$ cat src/rtl/rog_pkg.sv
package rog_pkg;
    typedef enum logic {
        ST_IDLE = 1'b0,
        ST_HOLD = 1'b1
    } ack_state_t;

    localparam int OP_WIDTH = 8;
endpackage

$ cat src/rtl/rog_prio_enc.sv
module rog_prio_enc #(
    parameter int N_REQ = 8,
    localparam int IDX_W = $clog2(N_REQ)
) (
    input  logic [N_REQ-1:0] req,
    output logic [IDX_W-1:0] idx,
    output logic             any
);
    logic [N_REQ-1:0] win;

    // A line wins when it is active and no higher-numbered line is.
    genvar g;
    generate
        for (g = 0; g < N_REQ; g++) begin : g_win
            if (g == N_REQ - 1) begin : g_top
                assign win[g] = req[g];
            end else begin : g_low
                assign win[g] = req[g] & ~(|req[N_REQ-1:g+1]);
            end
        end
    endgenerate

    always_comb begin
        idx = '0;
        for (int i = 0; i < N_REQ; i++) begin
            if (win[i]) idx = idx | IDX_W'(i);
        end
    end

    assign any = |req;
endmodule

$ cat src/rtl/rog_ack_fsm.sv
module rog_ack_fsm #(
    parameter int N_REQ = 8,
    localparam int IDX_W = $clog2(N_REQ)
) (
    input  logic             clk,
    input  logic             rst_n,
    input  logic             ack,
    input  logic [IDX_W-1:0] live_idx,
    input  logic             live_any,
    output logic [IDX_W-1:0] sel_idx,
    output logic             sel_any,
    output logic             drive
);
    import rog_pkg::*;

    ack_state_t       state_q, state_d;
    logic [IDX_W-1:0] held_idx_q;
    logic             held_any_q;

    // Next state: CAPTURE on strobe, RELEASE when the strobe drops
    always_comb begin
        state_d = state_q;
        unique case (state_q)
            ST_IDLE: if (ack)  state_d = ST_HOLD;
            ST_HOLD: if (!ack) state_d = ST_IDLE;
            default:           state_d = ST_IDLE;
        endcase
    end

    // State register
    always_ff @(posedge clk) begin
        if (!rst_n) state_q <= ST_IDLE;
        else        state_q <= state_d;
    end

    // Capture register, loaded on CAPTURE
    always_ff @(posedge clk) begin
        if (!rst_n) begin
            held_idx_q <= '0;
            held_any_q <= 1'b0;
        end else if (state_q == ST_IDLE && ack) begin
            held_idx_q <= live_idx;
            held_any_q <= live_any;
        end
    end

    // Outputs: live choice before the capture edge, held choice after it
    always_comb begin
        sel_idx = live_idx;
        sel_any = live_any;
        unique case (state_q)
            ST_IDLE: begin
                sel_idx = live_idx;
                sel_any = live_any;
            end
            ST_HOLD: begin
                sel_idx = held_idx_q;
                sel_any = held_any_q;
            end
            default: begin
                sel_idx = live_idx;
                sel_any = live_any;
            end
        endcase
        drive = ack;
    end
endmodule

$ cat src/rtl/rst_opcode_gen.sv
module rst_opcode_gen #(
    parameter int N_REQ   = 8,
    parameter int IDX_LSB = 3,
    localparam int IDX_W  = $clog2(N_REQ),
    localparam int OP_W   = rog_pkg::OP_WIDTH
) (
    input  logic             clk,
    input  logic             rst_n,
    input  logic [N_REQ-1:0] req_i,
    input  logic             ack_i,
    output logic             int_o,
    output logic [OP_W-1:0]  op_o,
    output logic             drive_o,
    output logic             valid_o
);
    logic [IDX_W-1:0] live_idx, sel_idx;
    logic             live_any, sel_any, drive;

    rog_prio_enc #(.N_REQ(N_REQ)) u_enc (
        .req (req_i),
        .idx (live_idx),
        .any (live_any)
    );

    rog_ack_fsm #(.N_REQ(N_REQ)) u_fsm (
        .clk      (clk),
        .rst_n    (rst_n),
        .ack      (ack_i),
        .live_idx (live_idx),
        .live_any (live_any),
        .sel_idx  (sel_idx),
        .sel_any  (sel_any),
        .drive    (drive)
    );

    // Restart opcode: all ones with the index in its field
    always_comb begin
        op_o = '0;
        if (drive) begin
            op_o = '1;
            op_o[IDX_LSB +: IDX_W] = sel_idx;
        end
    end

    assign int_o   = live_any;
    assign drive_o = drive;
    assign valid_o = drive & sel_any;
endmodule

$ cat config.mk
export PLATFORM = sky130hd
export DESIGN_NAME = rst_opcode_gen
export DESIGN_NICKNAME = d
export VERILOG_FILES = /design/src/rtl/rog_pkg.sv /design/src/rtl/rog_prio_enc.sv /design/src/rtl/rog_ack_fsm.sv /design/src/rtl/rst_opcode_gen.sv
export SDC_FILE = /design/constraint.sdc
export NUM_CORES = 1
export LEC_CHECK = 0
export BUFFER_PORTS_ARGS = -buffer_cell sky130_fd_sc_hd__buf_2
export CORE_AREA = 2 2 39 41
export CTS_CLUSTER_SIZE = 40
export DETAILED_ROUTE_END_ITERATION = 8
export DIE_AREA = 0 0 41 43
export PLACE_DENSITY = 0.55
export SETUP_SLACK_MARGIN = 0.4
export SLEW_MARGIN = 0
export SYNTH_ARGS = -nofsm -noshare
export SYNTH_HDL_FRONTEND = slang
export SYNTH_SLANG_ARGS = --single-unit
$ cat constraint.sdc
create_clock -name clk -period 2.7 [get_ports clk]
set_input_delay 0 -clock clk [delete_from_list [all_inputs] [get_ports clk]]
set_output_delay 0 -clock clk [all_outputs]
set_load 0.01 [all_outputs]
==> impl_metrics.yaml <==
route:
  wl_um: 824
  drtIter0Drc: 2
  drtAntennaViolNets: 0
  via_per_inst: 4.82
  num_vias: 357
  drtPass1Iterations: 5
  drc: 0
  wl_per_cell_um: 11.1
cells_and_area:
  layout_commonest_cell: "buf_2"
  nets: 70
  area_growth_pct: 28.7
  layout_common_cells: "21 x buf_2, 6 x o211a_1, 5 x dfxtp_1"
  fin_area_um2: 454
  fill_cells: 154
  n_antenna_cell: 0
  drive_gt1_share_pct: 44.8
  stdcell_count: 74
pwr:
  irDropWorstVdd_uv: 222
  p_per_area_nw_per_um2: 486
  p_leak_nw: 0.229
global_route:
  grt_use_total_pct: 11.4
  overflow: 0
  antenna_found_initial: 0
  grt_pass1_vias: 329
  grt_max_degree: 13
  grt_pass1_wl_um: 1320
yosys:
  ys_seq_area_share_pct: 28.4
  syn_area_per_cell_um2: 8.82
  synth_top_family_by_area: "compound AO/OA/AOI/OAI gates"
  synth.ff_latch_count: 5
  synthesis.area_um2: 353
  yosysWarnings: 0
  synthCells: 40
  synth_fp_nets: 51
  synth_compound_area_share_pct: 28.4
  synth_fa_ha_area_share_pct: 0
  synthSimpleGateAreaFrac_pct: 28.0
  muxShareOfSynthArea_pct: 0
  synth-xor-area-share_pct: 0
  synth_cell_types: 19
placed_design:
  dp_cells: 70
  numPortBuffers: 21
  gp_congestion: 0.716
  dp_hpwl_um: 632
  placed_area_um2: 428
cts:
  tritoncts: "yes"
  cts_setup_buffers: 0
  cts_max_level: 1
  cts.sinks: 5
  cts_max_path_buffers: 2
  clk_pin_slew_ns: 0.05
  clk_latency_ns: 0.24
  cts_hold_buffers: 0
  ctsRootBufferMaster: "clkbuf_4"
  cts_inserted_buffers: 3
  ctsResizeCount: 0
timing:
  hold_ws_ns: 0.0377
  hold_viol: 0
  drv_slew: 0
  skew_ns: 0.00197
  rsz0062_at_grt: "no"
  relSlewSlack_pct: 68.2
  period_minus_slack_ns: 1.22
  tns_ns: 0
  fmax_mhz: 819
  tightest_slew_ns: 0.476
  final.period_utilization_pct: 45.2
  setup_violations: 0
setup_path:
  timing.rr.start: "u_fsm.state_q"
  path_cells: "nor2b_1 > o311ai_0 > o211a_1"
  slowest_delay_ns: 0.40
  cp_max_fo: 8
  critPathLaunchType: "flop"
  worst_r2r_path_depth: 3
  required_ns: 2.83
  crit_family: "simple AND/OR/NAND/NOR gates"
  regToRegSetupSlack_ns: 1.48
  crit_arrival_ns: 1.35
  r2r_end: "u_fsm.held_idx_q[1]"
  critPathKind: "reg -> reg"
  endpoint_kind: "flop"
  crit_buf_inv: 0
  slowest_stage: "nor2b_1"
job:
  max-cap-violations: 0
status:
  outcome: "completed"
floorplanning:
  ios: 22
  core-area_um2: 1380
  rows: 14
  initial_core_util_pct: 25.5
  dieArea_um2: 1760
  die_w_um: 41
  die_h_um: 43
hold_path:
  min_from: "rst_n"
  hold_class: "in -> reg"
  whs_path_depth: 2
  hold_path_end: "u_fsm.held_any_q"
area by class of cell:
class | count | area, um^2 | area share, %
Sequential cell | 5 | 100 | 22.0
Timing Repair Buffer | 21 | 105 | 23.1
Tap cell | 16 | 20.0 | 4.41
Inverter | 1 | 3.75 | 0.826
Multi-Input combinational cell | 27 | 199 | 43.8
Clock buffer | 4 | 26.3 | 5.79
per-stage QoR:
stage               utilization (%)  setup WS, ns  power [mW]
floorplan                         -          1.77       0.114
global placement               30.9          1.54       0.132
detailed placement             30.9          1.47       0.132
CTS                            32.8          1.46       0.225
global route                   32.8          1.35       0.236
finish                         32.8          1.48       0.221
state kept, by name (all words and copies together) (netlist names):
name and cells:
u_fsm.held_any_q 1, u_fsm.held_idx_q 3, u_fsm.state_q 1
power breakdown:
| group | switching (mW) | internal [mW] | total (mW) | leakage (nW) |
|---|---|---|---|---|
| clock network | 0.0343 | 0.0561 | 0.0904 | 0.0150 |
| logic | 0.0260 | 0.0217 | 0.0477 | 0.172 |
| registers | 0.00290 | 0.0797 | 0.0826 | 0.0417 |
cells in the mapped netlist:
master    n  share of area [%]
o21ai_0   2                2.8
and2_1    1                1.8
nor2b_1   2                3.5
buf_2     1                1.4
nor2_1    3                3.2
nand2_1   2                2.1
inv_1     1                1.1
o311ai_0  2                5.0
a31oi_1   2                3.5
nand2b_1  1                1.8
nor4_4    1                6.0
nand4_1   1                1.8
o211a_1   6                 17
dfxtp_1   5                 28
nor3_1    1                1.4
buf_4     6                 13
nand3_2   1                2.8
nor3b_1   1                2.1
nand3_1   1                1.4
cell families (layout without fill, tap and decap cells):
group	after synthesis	count (layout)
AND/OR/NAND/NOR	15	15
flip-flops	5	5
AO/OA/AOI/OAI	12	12
buffers and inverters	8	26
metal layers:
layer	vias up	GRT usage (%)	share of wire, %
met5	-	0	0
met4	0	8.00	1.2
met3	2	4.71	8.0
met2	13	16.3	46
met1	162	13.0	45
li1	180	-	-
worst max-delay path by stage:
stage | from | to | slack [ns] | cells after the start
2_1_floorplan | u_fsm.state_q | u_fsm.held_idx_q[1] | 1.77 | 4
3_3_place_gp | u_fsm.state_q | u_fsm.held_idx_q[1] | 1.54 | 3
3_5_place_dp | u_fsm.state_q | u_fsm.held_idx_q[1] | 1.47 | 3
4_1_cts | u_fsm.state_q | u_fsm.held_idx_q[1] | 1.46 | 3
5_1_grt | u_fsm.state_q | u_fsm.held_idx_q[1] | 1.35 | 3
6_report | u_fsm.state_q | u_fsm.held_idx_q[1] | 1.48 | 3
Note: power is estimated with default switching activity, not from simulation.
